==> config.mk <==
export PLATFORM = sky130hd
export DESIGN_NAME = irq_cause_bank
export DESIGN_NICKNAME = d
export VERILOG_FILES = /design/src/rtl/irq_cause_pkg.sv /design/src/rtl/irq_cause_bits.sv /design/src/rtl/irq_mask_bits.sv /design/src/rtl/irq_bus_decode.sv /design/src/rtl/irq_cause_bank.sv
export SDC_FILE = /design/constraint.sdc
export NUM_CORES = 1
export LEC_CHECK = 0
export BUFFER_PORTS_ARGS = -buffer_cell sky130_fd_sc_hd__buf_2
export CORE_UTILIZATION = 57
export CTS_BUF_LIST = sky130_fd_sc_hd__clkbuf_8
export DETAILED_ROUTE_END_ITERATION = 10
export HOLD_SLACK_MARGIN = 0.02
export PLACE_DENSITY = 0.86
export SYNTH_ARGS = -nofsm -noshare
export SYNTH_HDL_FRONTEND = slang
export SYNTH_SLANG_ARGS = --single-unit
==> constraint.sdc <==
create_clock -name clk -period 2.1 [get_ports clk]
set_input_delay 0.21 -clock clk [delete_from_list [all_inputs] [get_ports clk]]
set_output_delay 0.21 -clock clk [all_outputs]
set_load 0.02 [all_outputs]
==> src/rtl/irq_cause_pkg.sv <==
package irq_cause_pkg;
  localparam int ADDR_W = 3;

  localparam logic [ADDR_W-1:0] ADR_CAUSE  = 3'd0;
  localparam logic [ADDR_W-1:0] ADR_MASKED = 3'd1;
  localparam logic [ADDR_W-1:0] ADR_MASK   = 3'd2;
  localparam logic [ADDR_W-1:0] ADR_MSET   = 3'd3;
  localparam logic [ADDR_W-1:0] ADR_MCLR   = 3'd4;
  localparam logic [ADDR_W-1:0] ADR_MODE   = 3'd5;

  typedef struct packed {
    logic rd_cause;
    logic wr_cause;
    logic wr_mset;
    logic wr_mclr;
    logic wr_mode;
  } bus_strb_t;
endpackage

==> src/rtl/irq_cause_bits.sv <==
module irq_cause_bits #(
  parameter int NBITS = 32
) (
  input  logic             clk,
  input  logic             rst_n,
  input  logic [NBITS-1:0] evt_i,
  input  logic [NBITS-1:0] clr_i,
  output logic [NBITS-1:0] cause_o
);
  // One sticky cell per source; an event dominates a clear
  for (genvar k = 0; k < NBITS; k++) begin : g_cell
    always_ff @(posedge clk or negedge rst_n) begin
      if (!rst_n)         cause_o[k] <= 1'b0;
      else if (evt_i[k])  cause_o[k] <= 1'b1;
      else if (clr_i[k])  cause_o[k] <= 1'b0;
    end
  end

  // every pulsed bit is set after the edge
  a_r2_event_sets: assert property (@(posedge clk) disable iff (!rst_n)
    (evt_i != '0) |=> ((cause_o & $past(evt_i)) == $past(evt_i)));
endmodule

==> src/rtl/irq_mask_bits.sv <==
module irq_mask_bits #(
  parameter int NBITS = 32
) (
  input  logic             clk,
  input  logic             rst_n,
  input  logic             set_en_i,
  input  logic             clr_en_i,
  input  logic [NBITS-1:0] wdata_i,
  output logic [NBITS-1:0] mask_o
);
  always_ff @(posedge clk or negedge rst_n) begin
    if (!rst_n)        mask_o <= '1;
    else if (set_en_i) mask_o <= mask_o | wdata_i;
    else if (clr_en_i) mask_o <= mask_o & ~wdata_i;
  end

  a_r3_set_bits: assert property (@(posedge clk) disable iff (!rst_n)
    set_en_i |=> ((mask_o & $past(wdata_i)) == $past(wdata_i)));
  a_r4_clr_bits: assert property (@(posedge clk) disable iff (!rst_n)
    clr_en_i |=> ((mask_o & $past(wdata_i)) == '0));
  a_r4_others_kept: assert property (@(posedge clk) disable iff (!rst_n)
    (set_en_i || clr_en_i) |=> ((mask_o & ~$past(wdata_i)) == ($past(mask_o) & ~$past(wdata_i))));
endmodule

==> src/rtl/irq_bus_decode.sv <==
module irq_bus_decode
  import irq_cause_pkg::*;
#(
  parameter int NBITS = 32
) (
  input  logic              wr_i,
  input  logic              rd_i,
  input  logic [ADDR_W-1:0] addr_i,
  input  logic [NBITS-1:0]  cause_i,
  input  logic [NBITS-1:0]  mask_i,
  input  logic [NBITS-1:0]  mode_i,
  output bus_strb_t         strb_o,
  output logic [NBITS-1:0]  rdata_o
);
  always_comb begin
    strb_o          = '0;
    strb_o.rd_cause = rd_i && (addr_i == ADR_CAUSE);
    strb_o.wr_cause = wr_i && (addr_i == ADR_CAUSE);
    strb_o.wr_mset  = wr_i && (addr_i == ADR_MSET);
    strb_o.wr_mclr  = wr_i && (addr_i == ADR_MCLR);
    strb_o.wr_mode  = wr_i && (addr_i == ADR_MODE);
  end

  always_comb begin
    rdata_o = '0;
    case (addr_i)
      ADR_CAUSE:  rdata_o = cause_i;
      ADR_MASKED: rdata_o = cause_i & ~mask_i;
      ADR_MASK:   rdata_o = mask_i;
      ADR_MODE:   rdata_o = mode_i;
      default:    rdata_o = '0;
    endcase
  end
endmodule

==> src/rtl/irq_cause_bank.sv <==
module irq_cause_bank
  import irq_cause_pkg::*;
#(
  parameter int NBITS = 32
) (
  input  logic              clk,
  input  logic              rst_n,
  input  logic [NBITS-1:0]  evt_i,
  input  logic              bus_wr_i,
  input  logic              bus_rd_i,
  input  logic [ADDR_W-1:0] bus_addr_i,
  input  logic [NBITS-1:0]  bus_wdata_i,
  output logic [NBITS-1:0]  bus_rdata_o,
  output logic              irq_o
);
  bus_strb_t        strb;
  logic [NBITS-1:0] cause_q;
  logic [NBITS-1:0] mask_q;
  logic [NBITS-1:0] mode_q;
  logic [NBITS-1:0] clr_vec;
  logic             cor_mode;
  logic             w1c_mode;

  irq_bus_decode #(.NBITS(NBITS)) u_dec (
    .wr_i(bus_wr_i), .rd_i(bus_rd_i), .addr_i(bus_addr_i),
    .cause_i(cause_q), .mask_i(mask_q), .mode_i(mode_q),
    .strb_o(strb), .rdata_o(bus_rdata_o)
  );

  always_ff @(posedge clk or negedge rst_n) begin
    if (!rst_n)            mode_q <= '1;
    else if (strb.wr_mode) mode_q <= bus_wdata_i;
  end

  assign cor_mode = &mode_q;
  assign w1c_mode = ~|mode_q;

  always_comb begin
    clr_vec = '0;
    if (cor_mode && strb.rd_cause) clr_vec = clr_vec | cause_q;
    if (w1c_mode && strb.wr_cause) clr_vec = clr_vec | bus_wdata_i;
  end

  irq_cause_bits #(.NBITS(NBITS)) u_cause (
    .clk(clk), .rst_n(rst_n), .evt_i(evt_i), .clr_i(clr_vec), .cause_o(cause_q)
  );

  irq_mask_bits #(.NBITS(NBITS)) u_mask (
    .clk(clk), .rst_n(rst_n), .set_en_i(strb.wr_mset), .clr_en_i(strb.wr_mclr),
    .wdata_i(bus_wdata_i), .mask_o(mask_q)
  );

  always_ff @(posedge clk or negedge rst_n) begin
    if (!rst_n) irq_o <= 1'b0;
    else        irq_o <= |(cause_q & ~mask_q);
  end

  a_r10_irq_follows: assert property (@(posedge clk) disable iff (!rst_n)
    1'b1 |=> (irq_o == $past(|(cause_q & ~mask_q))));
  a_r5_cor_clears: assert property (@(posedge clk) disable iff (!rst_n)
    (cor_mode && bus_rd_i && bus_addr_i == ADR_CAUSE && evt_i == '0) |=> (cause_q == '0));
  a_r6_read_keeps: assert property (@(posedge clk) disable iff (!rst_n)
    (w1c_mode && !bus_wr_i && evt_i == '0) |=> (cause_q == $past(cause_q)));
  a_r11_unmapped_zero: assert property (@(posedge clk) disable iff (!rst_n)
    (bus_addr_i > ADR_MODE) |-> (bus_rdata_o == '0));
endmodule

==> run_results.csv <==
group,metric,value,unit
outcome,outcome,"complete, but fails checks",
outcome,violations,"DRC",
synthesis,ys_warn_count,0,
grt,globalRouteTotalUtil,0.326,
synthesis,synth.top_cell.area_share,0.319,
floorplanning,floorplan.rows,34,
setup_path,worst_ep_required_time,2.32,ns
grt,maximum_number_of_pins_on_one_net_before_global_route_repair,98,
cts,cts.clk_slew.worst_paths,0.09,ns
cts,number_of_buffers_inserted_to_repair_setup_after_cts,0,
cts,htree_num_levels,3,
synthesis,synth-simple-area-share,0.126,
floorplanning,dieWidth,98.1,µm
sta,timing.final.ws_setup,0.0970,ns
setup_path,setup.worst_path.end_class,"register",
cts,clock_sinks,97,
synthesis,summed_instance_area_of_the_synthesized_netlist,0.00527,mm²
setup_path,worst-path-max-fanout,4,
place,dpl.hpwl,10200,µm
floorplanning,coreArea,0.00885,mm²
routing,routed_wirelength,14800,µm
grt,gr-total-overflow,0,
floorplanning,start_util,0.595,
routing,met1Wirelength,5960,µm
pwr,leakage_power_summed_over_all_cells,2.80,nW
synthesis,post_synthesis_net_count,545,
pwr,max-vdd-ir-drop,377,µV
synthesis,synth_xor_area_frac,0,
synthesis,synth.top_cells.by_area,"dfstp_2 (32%), dfrtp_1 (16%), mux2_2 (5.8%), a22o_1 (5.3%), mux2i_1 (5.3%)",
grt,grt_antenna_before_repair,0,
routing,route.detailed.wl_per_inst,21.6,µm
grt,grt_pass1_wl,24200,µm
sta,tightest_hold_margin,0.0288,ns
synthesis,synthAdderAreaFrac,0,
finish,synthToLayoutAreaGrowth,16.1,%
synthesis,synth_sequential_area_ratio,0.476,
setup_path,critical_path.max_stage_delay,0.69,ns
cts,tritoncts,"built",
place,dp_worst_setup_slack,0.230,ns
synthesis,unique_cell_type_count_in_the_yosys_netlist,34,
sta,report.final.hold_viol_count,0,
routing,route.met2.wl,7210,µm
worst_hold_path,timing.hold.worst.class,"in -> reg",
routing,remaining_drc_errors,5,
sta,maxSlewViolCount,0,
setup_path,crit_path_top_delay_cell,"a2111oi_0",
sta,clock_skew,0.00880,ns
floorplanning,io_pins,104,
routing,maxUsedRoutingLayer,"met4",
routing,post_drt_via_cell_ratio,6.66,
setup_path,start_kind,"register",
finish,drive_above_1_share,0.416,
routing,drt_pre_antenna_iters,8,
pwr,pwr_density_cell,815,mW/mm²
sta,setup_tns,0,ns
place,buffer_ports.inserted,103,
setup_path,worst-endpoint-arrival,2.22,ns
synthesis,synth.mux.area_fraction,0.122,
place,post_dp_cell_area,0.00591,mm²
synthesis,synth-compound-area-share,0.220,
sta,grt_setup_unrepaired,"no",
sta,tightestPinTransition,0.767,ns
routing,vias,4561,
pwr,design_power_total,4.98,mW
setup_path,worst-path-buf-inv,1,
finish,postLayoutCoreUtil,0.691,
routing,met3RoutedLength,1060,µm
finish,fin_area,0.00611,mm²
cts,cts.path.max_buffers,2,
synthesis,synth_top_area_cell,"dfstp_2",
sta,setup_violations,0,
finish,final_net_count,643,
place,placed_cells,668,
place,gpl.final_weighted_congestion,0.884,
sta,layout_worst_path_cycle_share,0.954,
synthesis,avgSynthCellArea,11.1,µm²
grt,first_global_vias,4734,
synthesis,synth_top_family_by_area,"compound AO/OA/AOI/OAI gates",
cts,cts_inserted_buffers,9,
setup_path,critical_path_cell_sequence,"nand2b_1 > o2111ai_1 > a2111oi_0 > buf_4 > nand4_1",
setup_path,cp_top_family,"compound AO/OA/AOI/OAI gates",
cts,worst_skew_pair_latency,0.37,ns
sta,period_minus_slack,2.00,ns
sta,maxSlewHeadroom,0.475,
finish,finalNonFillerCells,685,
finish,n_antenna_cell,0,
synthesis,post_synth_inst_count,474,
floorplanning,die_area,0.00963,mm²
routing,drt_iter0_markers,389,
run,drv_cap,0,
synthesis,synth.ff_latch_count,97,
worst_hold_path,hold_path_startpoint,"evt_i[27]",
sta,max_freq,499,MHz
floorplanning,die_height,98.1,µm
setup_path,setup_cp_type,"reg -> reg",
routing,ant_nets,0,
cts,clock-root-buffer,"clkbuf_8",
## report_power, final
group          internal, mW  switching (mW)  total, mW
logic                 0.521           0.550       1.07
registers              2.36           0.324       2.68
clock network         0.575           0.655       1.23
## cell type report
type	instances	area, µm²
Sequential cell	97	2510
Inverter	16	60.1
Clock inverter	6	58.8
Fill cell	664	2740
Multi-Input combinational cell	319	2460
Clock buffer	10	138
Tap cell	108	135
Timing Repair Buffer	129	753
## layer usage
layer  vias to the layer above  GRT usage
met5                         -          0
met4                         0      0.196
met3                        55     0.0480
met2                       246      0.528
met1                      2245      0.416
li1                       2015          -
## synthesized netlist by cell type (all sizes together)
cell type	count
clkbuf	13
buf	29
o21ai	4
dfrtp	33
nand3	1
nor2	1
a22o	32
a2111oi	4
mux2	32
o2111ai	4
mux2i	28
a31o	32
nand2	38
nand4	40
o22ai	4
nand2b	12
nor3	1
nor4	10
a21o	32
and4	1
nand4b	1
a211oi	32
and3	4
nor2b	5
and3b	1
dfstp	64
inv	16
## cells by family (layout without fill, tap and decap cells)
kind of cell / Yosys count / after routing
AOI/OAI and AO/OA: 144 / 144
and+or+nand+nor: 115 / 115
DFF: 97 / 97
muxes: 60 / 60
buffers and inverters: 58 / 161
## layout by cell type (no fill, tap or decap), types with 2 or more instances in the layout
cell type / instances
nand4_1: 40
and3_1: 4
buf_12: 3
nand2_1: 37
o22ai_1: 4
buf_2: 102
mux2_1: 5
dfstp_2: 64
a31o_1: 30
clkbuf_8: 10
a2111oi_0: 4
a211oi_1: 32
dfrtp_1: 33
clkinv_2: 2
o2111ai_1: 4
a22o_1: 32
mux2_2: 27
o21ai_0: 4
nand2b_1: 12
nor2b_1: 5
buf_4: 23
clkinvlp_4: 2
nor4_1: 9
a21o_1: 32
mux2i_1: 28
a31o_2: 2
inv_1: 17
## worst paths after layout
check | end | slack [ns] | cells after the start
max | irq_o | 0.1 | 5
min | u_cause.cause_o[27] | 0.03 | 2
max reg2reg | irq_o | 0.1 | 5
min reg2reg | u_cause.cause_o[24] | 0.53 | 1
max in group asynchronous | mode_q[7] | 1.28 | 3
min in group asynchronous | u_cause.cause_o[26] | 0.44 | 3
## what timing repair did
item / in CTS / in global routing
hold buffers: 1 / 0
resized for setup: 0 / 0
hold endpoints to repair: 33 / 0
(Power assumes the default switching activity.)
